**src/rtl/tap_ir_pkg.sv**
```systemverilog
package tap_ir_pkg;

    parameter int unsigned IR_W = 4;

    localparam logic [IR_W-1:0] CODE_EXTEST = IR_W'(0);
    localparam logic [IR_W-1:0] CODE_SAMPLE = IR_W'(1);
    localparam logic [IR_W-1:0] CODE_HIZ    = IR_W'(4);
    localparam logic [IR_W-1:0] CODE_CLAMP  = IR_W'(5);
    localparam logic [IR_W-1:0] CODE_RESET  = {IR_W{1'b1}};
    localparam logic [IR_W-1:0] CAP_PATTERN = IR_W'(1);

    typedef struct packed {
        logic extest;
        logic sample;
        logic bypass;
        logic hiz;
        logic clamp;
    } ir_sel_t;

    typedef struct packed {
        logic tlr;
        logic cap_ir;
        logic shift_ir;
        logic upd_ir;
        logic cap_dr;
        logic shift_dr;
    } tap_st_t;

    function automatic ir_sel_t decode_ir(input logic [IR_W-1:0] code);
        ir_sel_t s;
        s = '0;
        unique case (code)
            CODE_EXTEST: s.extest = 1'b1;
            CODE_SAMPLE: s.sample = 1'b1;
            CODE_HIZ:    s.hiz    = 1'b1;
            CODE_CLAMP:  s.clamp  = 1'b1;
            default:     s.bypass = 1'b1;
        endcase
        return s;
    endfunction

endpackage

```
**src/rtl/ir_shift_latch.sv**
```systemverilog
module ir_shift_latch
    import tap_ir_pkg::*;
(
    input  logic            tck,
    input  logic            tdi,
    input  tap_st_t         st,
    output logic [IR_W-1:0] shift_q,
    output logic [IR_W-1:0] latch_q
);

    always_ff @(posedge tck) begin
        if (st.tlr) begin
            shift_q <= CAP_PATTERN;
        end else if (st.cap_ir) begin
            shift_q <= CAP_PATTERN;
        end else if (st.shift_ir) begin
            shift_q <= {tdi, shift_q[IR_W-1:1]};
        end
    end

    always_ff @(posedge tck) begin
        if (st.tlr) begin
            latch_q <= CODE_RESET;
        end else if (st.upd_ir) begin
            latch_q <= shift_q;
        end
    end

    // reset preset of the parallel latch
    a_r1_tlr_preset: assert property (@(posedge tck) st.tlr |=> latch_q == CODE_RESET);
    // latch holds outside update-IR / test-logic-reset
    a_r4_latch_hold: assert property (@(posedge tck) disable iff (st.tlr)
        !st.upd_ir |=> $stable(latch_q));
    // capture loads the fixed pattern
    a_r2_capture: assert property (@(posedge tck) disable iff (st.tlr)
        st.cap_ir |=> shift_q == CAP_PATTERN);
    // shift moves one place toward bit 0
    a_r3_shift: assert property (@(posedge tck) disable iff (st.tlr)
        (st.shift_ir && !st.cap_ir) |=> shift_q[IR_W-2:0] == $past(shift_q[IR_W-1:1]));

endmodule

```
**src/rtl/ir_decoder.sv**
```systemverilog
module ir_decoder
    import tap_ir_pkg::*;
(
    input  logic            tck,
    input  logic            tlr,
    input  logic [IR_W-1:0] code,
    output ir_sel_t         sel
);

    always_comb sel = decode_ir(code);

    // selects are one-hot once the latch is defined
    a_r10_onehot: assert property (@(posedge tck) disable iff (tlr)
        $countones(sel) == 1);
    // codes with bit 1 set always land on bypass
    a_r9_bit1_bypass: assert property (@(posedge tck) disable iff (tlr)
        code[1] |-> sel.bypass);

endmodule

```
**src/rtl/tdo_select.sv**
```systemverilog
module tdo_select
    import tap_ir_pkg::*;
(
    input  logic    tck,
    input  logic    tdi,
    input  tap_st_t st,
    input  ir_sel_t sel,
    input  logic    ir_so,
    input  logic    bsr_so,
    output logic    tdo
);

    logic bypass_q;
    logic use_chain;

    always_ff @(posedge tck) begin
        if (st.tlr || st.cap_dr) begin
            bypass_q <= 1'b0;
        end else if (st.shift_dr) begin
            bypass_q <= tdi;
        end
    end

    always_comb begin
        use_chain = sel.extest | sel.sample;
        if (st.shift_ir) begin
            tdo = ir_so;
        end else if (use_chain) begin
            tdo = bsr_so;
        end else begin
            tdo = bypass_q;
        end
    end

    // bypass flop clears on capture-DR
    a_r12_bypass_capture: assert property (@(posedge tck) disable iff (st.tlr)
        st.cap_dr |=> !bypass_q);
    // bypass flop takes tdi on each data shift
    a_r12_bypass_shift: assert property (@(posedge tck) disable iff (st.tlr)
        (st.shift_dr && !st.cap_dr) |=> bypass_q == $past(tdi));

endmodule

```
**src/rtl/tap_ir_decode.sv**
```systemverilog
module tap_ir_decode
    import tap_ir_pkg::*;
(
    input  logic            tck,
    input  logic            tdi,
    input  logic            tlr_st,
    input  logic            cap_ir_st,
    input  logic            shift_ir_st,
    input  logic            upd_ir_st,
    input  logic            cap_dr_st,
    input  logic            shift_dr_st,
    input  logic            bsr_so,
    output logic            tdo,
    output logic [IR_W-1:0] ir_code,
    output logic            sel_extest,
    output logic            sel_sample,
    output logic            sel_bypass,
    output logic            sel_hiz,
    output logic            sel_clamp
);

    tap_st_t         st;
    ir_sel_t         sel;
    logic [IR_W-1:0] shift_q;
    logic [IR_W-1:0] latch_q;

    always_comb begin
        st.tlr      = tlr_st;
        st.cap_ir   = cap_ir_st;
        st.shift_ir = shift_ir_st;
        st.upd_ir   = upd_ir_st;
        st.cap_dr   = cap_dr_st;
        st.shift_dr = shift_dr_st;
    end

    ir_shift_latch u_ir (
        .tck     (tck),
        .tdi     (tdi),
        .st      (st),
        .shift_q (shift_q),
        .latch_q (latch_q)
    );

    ir_decoder u_dec (
        .tck  (tck),
        .tlr  (tlr_st),
        .code (latch_q),
        .sel  (sel)
    );

    tdo_select u_tdo (
        .tck    (tck),
        .tdi    (tdi),
        .st     (st),
        .sel    (sel),
        .ir_so  (shift_q[0]),
        .bsr_so (bsr_so),
        .tdo    (tdo)
    );

    assign ir_code    = latch_q;
    assign sel_extest = sel.extest;
    assign sel_sample = sel.sample;
    assign sel_bypass = sel.bypass;
    assign sel_hiz    = sel.hiz;
    assign sel_clamp  = sel.clamp;

    // instruction scan routes the shift stage to tdo
    a_r13_ir_path: assert property (@(posedge tck) disable iff (tlr_st)
        shift_ir_st |-> tdo == shift_q[0]);
    // data scan under chain instructions routes the boundary chain
    a_r11_chain_path: assert property (@(posedge tck) disable iff (tlr_st)
        (shift_dr_st && !shift_ir_st && (sel_extest || sel_sample)) |-> tdo == bsr_so);

endmodule

```
**config.mk**
```make
export PLATFORM = sky130hd
export DESIGN_NAME = tap_ir_decode
export DESIGN_NICKNAME = d
export VERILOG_FILES = /design/src/rtl/tap_ir_pkg.sv /design/src/rtl/ir_shift_latch.sv /design/src/rtl/ir_decoder.sv /design/src/rtl/tdo_select.sv /design/src/rtl/tap_ir_decode.sv
export SDC_FILE = /design/constraint.sdc
export NUM_CORES = 1
export LEC_CHECK = 0
export CORE_AREA = 8 8 45 47
export DETAILED_ROUTE_END_ITERATION = 16
export DIE_AREA = 0 0 53 55
export PLACE_DENSITY = 0.68
export SYNTH_ARGS = -nofsm -noshare
export SYNTH_HDL_FRONTEND = slang
export SYNTH_SLANG_ARGS = --single-unit
```
**constraint.sdc**
```tcl
create_clock -name tck -period 1.3 [get_ports tck]
set_clock_uncertainty 0.15 [all_clocks]
set_input_delay 0.26 -clock tck [delete_from_list [all_inputs] [get_ports tck]]
set_output_delay 0.26 -clock tck [all_outputs]
set_load 0.01 [all_outputs]
```
After elaboration in Yosys (flattened, before gate mapping)
Cells that the tools add are included.

Word-level logic and storage cells: 18. Bits in registers: 9. Output and inout bits: 10. Input bits: 9.

Reductions and logical operators: 4. Equality and inequality tests: 3. Bitwise logic cells: 1. Multiplexer cells: 7.

Operators with widths (number): 4-bit by 3-bit equality test with 1-bit output, second input constant (2); 1-bit 2-to-1 mux (7); 4-bit by 1-bit equality test with 1-bit output, second input constant (1); 4-bit zero test (1); 4-bit OR reduction (1); 2-bit OR reduction (1); 1-bit logical OR (1); 1-bit bitwise OR (1).

Depth between registers and ports, before layout
Depth in word-level cells: 5. Depth in mapped cells: 3. Mapped depth without buffers: 2.

By module
A second synthesis with hierarchy kept.

Cells, all modules: 40. Area, all modules: 414.1 um2.

By module, submodules not included: ir_shift_latch (area each 294.0 um2, times used 1, cells each 27); tdo_select (area each 65.1 um2, times used 1, cells each 8); ir_decoder (area each 55.1 um2, times used 1, cells each 5).

Least setup slack after synthesis
No wires, ideal clock.

Path type: reg-to-output. From: reg u_ir.latch_q[1]. To: out sel_sample. Path slack: -134 ps. Data arrival time: 1024 ps. Buffers on the path: 0. Cell stages (with the launch flop): 3. Path through: dfxtp_1 > or2_1 > nor3b_1.

Longest elaborated chain between the ends: 2.

RTL lines: from (decl) (RTL line ir_shift_latch.sv:8) `output logic [IR_W-1:0] latch_q`; from (signal assigned) (RTL line ir_shift_latch.sv:25) `latch_q <= shift_q;`; 4-bit by 1-bit equality test with 1-bit output (RTL line tap_ir_pkg.sv:32) `unique case (code)`; 1-bit 2-to-1 mux (RTL line tap_ir_pkg.sv:32); to (decl) (RTL line tap_ir_decode.sv:16) `output logic sel_sample,`.

No other way between the ends.

Worst setup path after layout
From: reg u_ir.latch_q[1]. To: out tdo.

Longest elaborated chain between the ends: 5.

RTL lines: 4-bit by 1-bit equality test with 1-bit output or 4-bit zero test (tied branches) (RTL line tap_ir_pkg.sv:32); 1-bit 2-to-1 mux (RTL line tap_ir_pkg.sv:32); 1-bit bitwise OR (*) (RTL line tdo_select.sv:25) `use_chain = sel.extest | sel.sample;`; 1-bit 2-to-1 mux (*) (RTL line tdo_select.sv:28) `end else if (use_chain) begin`; 1-bit 2-to-1 mux (*) (RTL line tdo_select.sv:26) `if (st.shift_ir) begin`; to (decl) (RTL line tap_ir_decode.sv:13) `output logic tdo,`.

Mark *: on every way between the ends. The rest lies on a longest branch, timed or not.

==> metrics <==
Setup TNS Final -1.690 ns; PortBufs 18; CP startpoint u_ir.latch_q[1]; area of the core 1384 um^2; top post-synthesis cells by area dfxtp_1 45%, mux2i_1 13%, a211o_1 8.8%, nor2b_1 6.3%, nor3_1 6.3%; initial antenna violation count 0; number of global-route vias before repair 414; P_leak 0.0003131 uW; achievable frequency 595.6 MHz; Initial Util 28.93%; total CTS buffers 3; Area growth syn-to-layout 74.69%; post-layout util 50.54%; Slew headroom 80.21%; Die ar. 2915 um^2; root buf cell clkbuf_4; asr flop ratio synth 0%; violated checks negative setup slack; RSZ-0062 raised after global routing true; GRT overflow 0; max-cap violations 0; post-DR wirelength/cell 13.80 um; Final Hold Fails 0; setup slack at placement -0.7844 ns; Crit. End Element output pin; status complete, but fails checks; CTS tree built; largest net degree at the start of global routing 9; vias per cell 4.867; # hold bufs at CTS 0; critical path required time 0.89 ns; RR Endpoint u_ir.latch_q[2]; fin cells 83; first-pass GRT wire length 1.821 mm; crit start category register; final worst-path setup slack -0.3789 ns; Yosys top cell area share 45.00%; WL final 1.145 mm; DRC 0; clock slew at reported path FFs 0.06 ns; clock latency on the worst-skew pair 0.25 ns; cell count after synthesis 39; CTS sink count 9; hpwl dp 880.8 um; Worst VDD drop 501.9 uV; Layout Nets 77; Inst Count DP 78; drt pass-1 iters 3; diodes inserted 0; die extent in y 55 um; Avg Cell Area, Syn 10.27 um^2; Synth Register Bits 9; post-synth top area cell dfxtp_1; GR Util All Layers 8.817%; DRT iter0 DRCs 10; ys flop type dfxtp_1; sequential area share after synthesis 45.00%; Hold WC Path Type reg -> reg; IO Pins 19; commonest non-fill, non-tap cell in the layout clkdlybuf4s50_1; Critical R2R Launch u_ir.latch_q[2]; CP arrival 1.27 ns; Hold Slack 0.3657 ns; min Tclk post-route 1.679 ns; Rows 14; ANT nets after route 0; most frequent cells in the layout 8 x clkdlybuf4s50_1, 6 x buf_2, 6 x buf_4, 6 x dfxtp_1; pwr dens 933.4 nW/um^2; Final setup viols 6; Crit Path Class reg -> out; via count 404; # fillers 140; gpl congestion 0.7047; layout cells sized above 1 44.78%; critical path peak fanout 5; EDFF count, synth 0; Mapped Nets 48; post-synth cell types 16; crit path to tdo; worst reg2reg path depth 3; fin crit share 129.1%; max-slew violation count 0; yosys synthesis warning count 0; post-synthesis instance area 400.4 um^2; H-tree depth 1; flop-to-flop setup slack 0.22 ns; Worst-Margin Slew 0.2959 ns; Die X 53 um; Max clock buf depth 2
==> state kept, by name, summed over array words and instances (netlist names) <==
name	flops
u_tdo.bypass_q	1
u_ir.latch_q	4
u_ir.shift_q	4
==> worst min path at each step <==
stage,start,end,slack [ns],cells after the start
after floorplan,cap_dr_st,u_tdo.bypass_q,0.19,1
final,u_ir.shift_q[3],u_ir.latch_q[3],0.37,1
after detailed placement,u_ir.shift_q[1],u_ir.latch_q[1],0.34,1
after global placement,u_ir.shift_q[1],u_ir.latch_q[1],0.33,1
after CTS,u_ir.shift_q[1],u_ir.latch_q[1],0.35,1
after global routing,u_ir.shift_q[1],u_ir.latch_q[1],0.39,1
==> where the power goes <==
group | internal [uW] | switching (uW) | total [uW]
Sequential | 287 | 12.1 | 300
Clock | 118 | 92.9 | 211
Combinational | 87.2 | 55.1 | 142
==> critical path, stage by stage (launching register included) <==
cell	delay [ns]
dfxtp_4	0.36
o31a_1	0.29
o31a_1	0.23
buf_2	0.14
==> synthesized netlist by cell type, types with 2 or more instances <==
| master | number |
|---|---|
| dfxtp_1 | 9 |
| mux2i_1 | 5 |
| nor3_1 | 5 |
| a211o_1 | 4 |
| nor2b_1 | 4 |
| o31a_1 | 2 |
==> per-layer routing <==
layer  track usage [%]  vias to the layer above  routed length (um)
met2             14.65                       14                 541
li1                  -                      205                   -
met4             7.759                        0                  10
met1             8.257                      183                 492
met3             3.743                        2                 101
met5                 0                        -                   0
==> cell families (layout without fill, tap and decap cells) <==
family,Yosys count,after routing,share of synthesized area (%)
simple gates,17,17,27.19
compound gates,6,6,13.12
flops,9,9,45.00
mux,5,5,12.50
buf+inv,2,30,2.185
==> repair_timing <==
action,in CTS,in global routing
resized for setup,46,9
pin swaps,2,4
setup buffers,1,1
setup endpoints to repair,10,9
endpoints found under the hold margin,0,0
==> area by class of cell <==
cell class | instances | area, um^2 | share of cell area (%)
multi-input combinational | 28 | 245.2 | 35.06
timing repair buffer | 26 | 216.5 | 30.95
sequential | 9 | 191.4 | 27.37
clock buffer | 4 | 26.28 | 3.757
tap | 16 | 20.02 | 2.862
==> metrics by stage <==
stage | power (uW) | cell area [um^2]
2_1_floorplan | 355.9 | 407.9
4_1_cts | 651.4 | 669.4
3_3_place_gp | 437.2 | 651.9
6_report | 652.8 | 699.4
3_5_place_dp | 439.5 | 651.9
5_1_grt | 691.6 | 699.4
No activity file was read; power rests on OpenSTA's default activity.
